$ cat src/rtl/uwire_eeprom.sv
module uwire_eeprom #(
  parameter int ADDR_W      = 6,
  parameter int DATA_W      = 16,
  parameter int BUSY_CYCLES = 200
) (
  input  logic clk,
  input  logic rst_n,
  input  logic cs,
  input  logic sk,
  input  logic di,
  output logic dout
);
  localparam int DEPTH = 1 << ADDR_W;
  localparam int CMD_W = ADDR_W + 2;
  localparam int MAXB  = (CMD_W > DATA_W) ? CMD_W : DATA_W;
  localparam int CNT_W = $clog2(MAXB);
  localparam int BW    = $clog2(BUSY_CYCLES + 1);
  localparam logic [CNT_W-1:0] LAST_CMD = CNT_W'(CMD_W - 1);
  localparam logic [CNT_W-1:0] LAST_DAT = CNT_W'(DATA_W - 1);

  typedef enum logic [2:0] {S_IDLE, S_CMD, S_DATA, S_READ, S_HOLD} st_t;

  st_t               st;
  logic              sk_q, wen;
  logic [CMD_W-1:0]  cmd;
  logic [DATA_W-1:0] dsr;
  logic [CNT_W-1:0]  cnt;
  logic [DATA_W:0]   obuf;
  logic [BW-1:0]     bcnt;
  logic [DATA_W-1:0] mem [DEPTH];

  wire               rise  = sk & ~sk_q;
  wire               busy  = bcnt != '0;
  wire               idle  = st == S_IDLE;
  wire [CMD_W-1:0]   cmd_n = {cmd[CMD_W-2:0], di};
  wire [1:0]         op    = cmd_n[CMD_W-1 -: 2];
  wire [1:0]         sub   = cmd_n[ADDR_W-1 -: 2];
  wire [ADDR_W-1:0]  addr  = cmd_n[ADDR_W-1:0];
  wire [1:0]         cop   = cmd[CMD_W-1 -: 2];
  wire [ADDR_W-1:0]  caddr = cmd[ADDR_W-1:0];
  wire [DATA_W-1:0]  dat_n = {dsr[DATA_W-2:0], di};

  assign dout = cs & ((st == S_READ & obuf[DATA_W]) | (idle & ~busy));

  always_ff @(posedge clk) begin
    if (!rst_n) begin
      st   <= S_IDLE;
      sk_q <= 1'b0;
      wen  <= 1'b0;
      cmd  <= '0;
      dsr  <= '0;
      cnt  <= '0;
      obuf <= '0;
      bcnt <= '0;
      for (int i = 0; i < DEPTH; i++) mem[i] <= '1;
    end else begin
      sk_q <= sk;
      if (busy) bcnt <= bcnt - 1'b1;
      if (!cs) begin
        st  <= S_IDLE;
        cnt <= '0;
      end else if (rise) begin
        case (st)
          S_IDLE: if (di && !busy) begin
            st  <= S_CMD;
            cnt <= '0;
          end
          S_CMD: begin
            cmd <= cmd_n;
            cnt <= cnt + 1'b1;
            if (cnt == LAST_CMD) begin
              cnt <= '0;
              st  <= S_HOLD;
              case (op)
                2'b10: begin
                  obuf <= {1'b0, mem[addr]};
                  st   <= S_READ;
                end
                2'b01: st <= S_DATA;
                2'b11: if (wen) begin
                  mem[addr] <= '1;
                  bcnt      <= BW'(BUSY_CYCLES);
                end
                default: case (sub)
                  2'b11: wen <= 1'b1;
                  2'b00: wen <= 1'b0;
                  2'b01: st  <= S_DATA;
                  default: if (wen) begin
                    for (int i = 0; i < DEPTH; i++) mem[i] <= '1;
                    bcnt <= BW'(BUSY_CYCLES);
                  end
                endcase
              endcase
            end
          end
          S_DATA: begin
            dsr <= dat_n;
            cnt <= cnt + 1'b1;
            if (cnt == LAST_DAT) begin
              cnt <= '0;
              st  <= S_HOLD;
              if (wen) begin
                bcnt <= BW'(BUSY_CYCLES);
                if (cop == 2'b01) mem[caddr] <= dat_n;
                else for (int i = 0; i < DEPTH; i++) mem[i] <= dat_n;
              end
            end
          end
          S_READ: obuf <= {obuf[DATA_W-1:0], 1'b0};
          default: ;
        endcase
      end
    end
  end
endmodule

$ cat config.mk
export PLATFORM = sky130hd
export DESIGN_NAME = uwire_eeprom
export DESIGN_NICKNAME = d
export VERILOG_FILES = /design/src/rtl/uwire_eeprom.sv
export SDC_FILE = /design/constraint.sdc
export NUM_CORES = 2
export LEC_CHECK = 0
export ABC_AREA = 1
export CORE_MARGIN = 10
export CORE_UTILIZATION = 36
export CTS_CLUSTER_SIZE = 12
export DETAILED_ROUTE_END_ITERATION = 12
export DONT_BUFFER_PORTS = 1
export PLACE_DENSITY = 0.53
export SLEW_MARGIN = 10
export SYNTH_ARGS = -nofsm -noshare
export SYNTH_HDL_FRONTEND = slang
export SYNTH_SLANG_ARGS = --single-unit
$ cat constraint.sdc
create_clock -name clk -period 6 [get_ports clk]
set_clock_uncertainty 0.1 [all_clocks]
set_input_delay 0.3 -clock clk [delete_from_list [all_inputs] [get_ports clk]]
set_output_delay 0.3 -clock clk [all_outputs]
set_load 0.03 [all_outputs]
Word-level counts from Yosys, hierarchy flattened
Memories as Yosys holds them, arrays and structs flattened.
Cells that the tools add are included.
{"block": "totals", "mem_count": 1, "reg_bits": 57, "output_inout_bits": 1, "mem_bits_rw": 1024, "word_cells": 372}
{"name": "mem", "words": 64, "width": 16, "rd": 1, "rd_ports_with_merged_regs": 0, "write_ports": 64, "line": "30", "source": "logic [DATA_W-1:0] mem [DEPTH];"}
{"block": "op_classes", "muxes": 190, "reduce_logical": 20, "n_eq_ne": 15, "addsub": 2, "bitwise_logic": 136}
{"operator": "$mux W16", "count": 130}
{"operator": "$or A1 B1 Y1", "count": 129}
{"operator": "$mux W8", "count": 7}
{"operator": "$mux W1", "count": 35}
{"operator": "$mux W17", "count": 2}
{"operator": "$pmux W17 S2", "count": 1}
{"operator": "$pmux W8 S2", "count": 2}
{"operator": "$reduce_or A16 Y1", "count": 2}
{"operator": "$pmux W3 S3", "count": 2}
{"operator": "$mux W3", "count": 4}
{"operator": "$mux W4", "count": 3}
{"operator": "$mux W6", "count": 2}
{"operator": "$pmux W4 S3", "count": 1}
{"operator": "$reduce_and A5 Y1", "count": 2}
{"operator": "$reduce_and A3 Y1", "count": 3}
{"operator": "$reduce_bool A8 Y1", "count": 1}
{"operator": "$sub A8 B1 Y8 const B", "count": 1}
{"operator": "$eq A2 B1 Y1 const B", "count": 3}
{"operator": "$eq A2 B2 Y1 const B", "count": 3}
{"operator": "$eq A3 B2 Y1 const B", "count": 2}
{"operator": "$ne A2 B2 Y1 const B", "count": 3}
{"operator": "$reduce_and A6 Y1", "count": 1}
{"operator": "$reduce_or A3 Y1", "count": 2}
{"operator": "$add A4 B1 Y4 const B", "count": 1}
{"operator": "15 further kinds", "count": 21}

Longest topological paths before layout
{"block": "depth", "word_depth": 14, "depth_mapped": 16, "depth_no_buf": 14}

Least setup slack after synthesis
OpenSTA, ideal clock, no wires.
{"block": "synth_timing", "path_type": "register -> register", "startpoint": "register cmd[3]", "endpoint": "memory mem[11][0] (enable)", "arrival_ns": 2.698, "setup_slack_ns": 2.837, "stages_incl_launch_ff": 10, "period_less_slack_ns": 3.163, "cell_sequence": "dfxtp_1 -> clkbuf_1 -> clkinv_1 -> clkbuf_1 -> ha_1 -> nand3_1 -> nor3_1 -> nor3_1 -> clkbuf_1 -> nand2_1"}
{"element": "start: declaration", "line": "25", "source": "logic [CMD_W-1:0] cmd;"}
{"element": "start signal: assignment", "line": "69", "source": "cmd <= cmd_n;"}
{"element": "end: declaration", "line": "30"}

==> metrics <==
status complete, but fails checks; failing checks slew limit; final wirelength between 150000 and 200000 µm; Adder-Cell Fraction of Synth Area less than 1%; CTS H-tree depth 3; Hold Vio Cnt, Final 0; Seq/Total Area, Yosys ~58%; GRT met2 Usage between 30% and 40%; Worst Tran Pin Value ~2.5 ns; final cell count without fillers 8181; RD Place Congestion 0.875; TritonCTS Sinks 1081; M1 GR Usage a little under a third; crit start category input pin; layout cell share with drive strength beyond 1 roughly 5.9%; Worst path most repeated cell nand2_1; min Tclk post-route between 5 and 6 ns; nets roughly 6000; DRC Markers 0; fraction of synthesized area in multiplexers 0%; total I/O pin count 6; Congestion Overflow GR 0; number of synthesized register bits 1081; ant diodes 0; main flop type after synthesis edfxtp_1; Vias around 45000; simple-gate portion of the synthesized area a little over a quarter; CP max-delay cell dlygate4sd3_1; All-Layer GR Usage roughly 22%; clock latency at the later pin of the worst-skew pair 0.73 ns; largest net degree at the start of global routing 517; Post-synth EDFFs around 1000; Die ar. around 170000 µm²; critical-path maximum fanout 33; drt pass-1 iters 6; crit share post-route between 90 and 100%; PwrDens between 200 and 300 nW/µm²; Synthesis Warnings 0; hold slack roughly 0.14 ns; number of nets with antenna violations after routing 0; die height just over 400 µm; critical path class input pin to register; Pleak 25.9 nW; Hold Path Class input pin to register; clk buf depth 3; First DRT Iteration DRCs approximately 5600; synthesized area between 50000 and 60000 µm²; Core Region between 150000 and 200000 µm²; VDD IR max around 0.22 mV; WL per Instance about 24 µm; Setup crit end kind register; Worst Path Arrival 5.75 ns; most frequent cells in the layout 2394 x nand2_1, 1024 x edfxtp_1, 965 x nand3_1, 813 x o21ai_0, 237 x o21ai_1; Worst Path Required 6.28 ns; CTS root buf clkbuf_16; DP Wirelength roughly 110000 µm; first-pass GRT wire length approximately 280000 µm; Num CTS Buffers roughly 120; Finish-stage setup viols 0; I/O Buffers 0; post-route setup TNS 0 ns; clock-pin slew on the worst setup and hold paths roughly 0.06 ns; area delta synth->final 9.66%; vias per cell about 5.5; syn nets between 6000 and 7000; DIE WIDTH between 400 and 500 µm; family with the most delay on the worst path simple AND/OR/NAND/NOR gates; met3 usage ~3%; Post-CTS Setup Inserts 0; ys async rst share 0%; slew margin rel. -65.9%; vias in the first global route 40870; GRT busiest layer met2; Synth Instances roughly 6400; Max Cap Violations 0; RSZ-0062 raised after global routing false; Synth Area in XOR/XNOR less than 1%; worst path bufs/invs 2; Starting Density between 30 and 40%; Placed Cells incl. Taps slightly below 8000; compound-gate portion of the synthesized area between 10% and 20%; largest family of logic cells by synthesized area simple AND/OR/NAND/NOR gates; most common cell after layout, fill and taps aside nand2_1; Crit path largest cell delay around 1.2 ns; Mean Syn Cell Area 8.54 µm²; post-synth cell types 37; worst-path cell chain dlygate4sd3_1, inv_1, nor2_1, nand3_1, o21ai_0, nand2_1, nor3_2, nand2_1, nand2_2; r2r setup slk 1.21 ns; Final Util roughly two fifths; row count approximately 140; Slew Viols, Final roughly 380; initial antenna violation count 8; fmax 0.183 GHz; CTS tree yes
[synth_stat cells, drive strengths merged, types with 2 or more instances]
| master | count | area share (%) |
|---|---|---|
| or2 | 2 | 0.023 |
| clkbuf | 502 | 3.4 |
| o21ai | 1051 | 9.6 |
| buf | 129 | 0.89 |
| nor3 | 16 | 0.25 |
| inv | 71 | 0.49 |
| ha | 9 | 0.21 |
| nand3 | 966 | 8.8 |
| dfxtp | 57 | 2.1 |
| nand2 | 2395 | 16 |
| edfxtp | 1024 | 56 |
| nor3b | 2 | 0.027 |
| and3 | 2 | 0.023 |
| xor2 | 4 | 0.064 |
| a21oi | 37 | 0.34 |
| clkinv | 3 | 0.021 |
| a211oi | 2 | 0.027 |
| nor2 | 132 | 0.92 |
[sequential cells by signal (all words and copies together) (netlist names)]
register,count
mem,1024
obuf,17
dsr,15
bcnt,8
cmd,8
cnt,4
st,3
sk_q,1
wen,1
[power by group]
part           switching (W)  internal (W)  total, W
combinational       0.000645      0.000252  0.000898
sequential         0.0000334       0.00827   0.00830
clock                0.00315       0.00395   0.00709
total                0.00383        0.0125    0.0163
[what timing repair did]
action,4_1_cts,5_1_grt
hold buffers,5,0
endpoints found under the hold margin,63,0
gates resized for setup,0,1
setup endpoints to repair,0,16
[area by class of cell]
class                           count  area, µm²
Clock inverter                     72        445
Tap cell                         2030       2540
Multi-Input combinational cell   4628      20400
Timing Repair Buffer              142       1230
Fill cell                       15056      91500
Clock buffer                      154       3230
Inverter                           74        328
Sequential cell                  1081      31900
[tightest hold or removal path, cell delays in order]
cell	delay [ns]
nand2_1	0.03
dlygate4sd3_1	0.54
inv_1	0.05
[routing by layer]
metal / share of wire, % / up-vias / wire (µm)
met2: 46 / 2160 / 88100
met4: 3.0 / 2 / 5840
met3: 9.0 / 328 / 17400
met5: 0.0067 / - / 13
li1: - / 21148 / -
met1: 42 / 21490 / 82100
[path summary, 6_finish.rpt]
kind              depth (start not counted)  startpoint    endpoint
setup / recovery                          9       rst_n  mem[54][3]
setup reg to reg                          9        sk_q  mem[54][3]
hold reg to reg                           2    obuf[10]    obuf[10]
hold / removal                            3       rst_n        sk_q
[stage by stage]
stage / power, W / cell area [µm²] / setup slack (ns)
2_1_floorplan: 0.00908 / 54700 / 2.84
3_3_place_gp: 0.00932 / 56300 / 1.09
3_5_place_dp: 0.00932 / 56300 / 1.05
4_1_cts: 0.0163 / 60000 / 0.375
5_1_grt: 0.0167 / 60000 / 0.157
6_report: 0.0163 / 60000 / 0.532
[kinds of logic after synthesis]
kind of cell / count (synthesis)
flops: 1081
xor+xnor: 5
compound gates: 1096
fa+ha+maj: 9
buf+inv: 705
simple gates: 3518
Note: power is estimated with default switching activity, not from simulation.
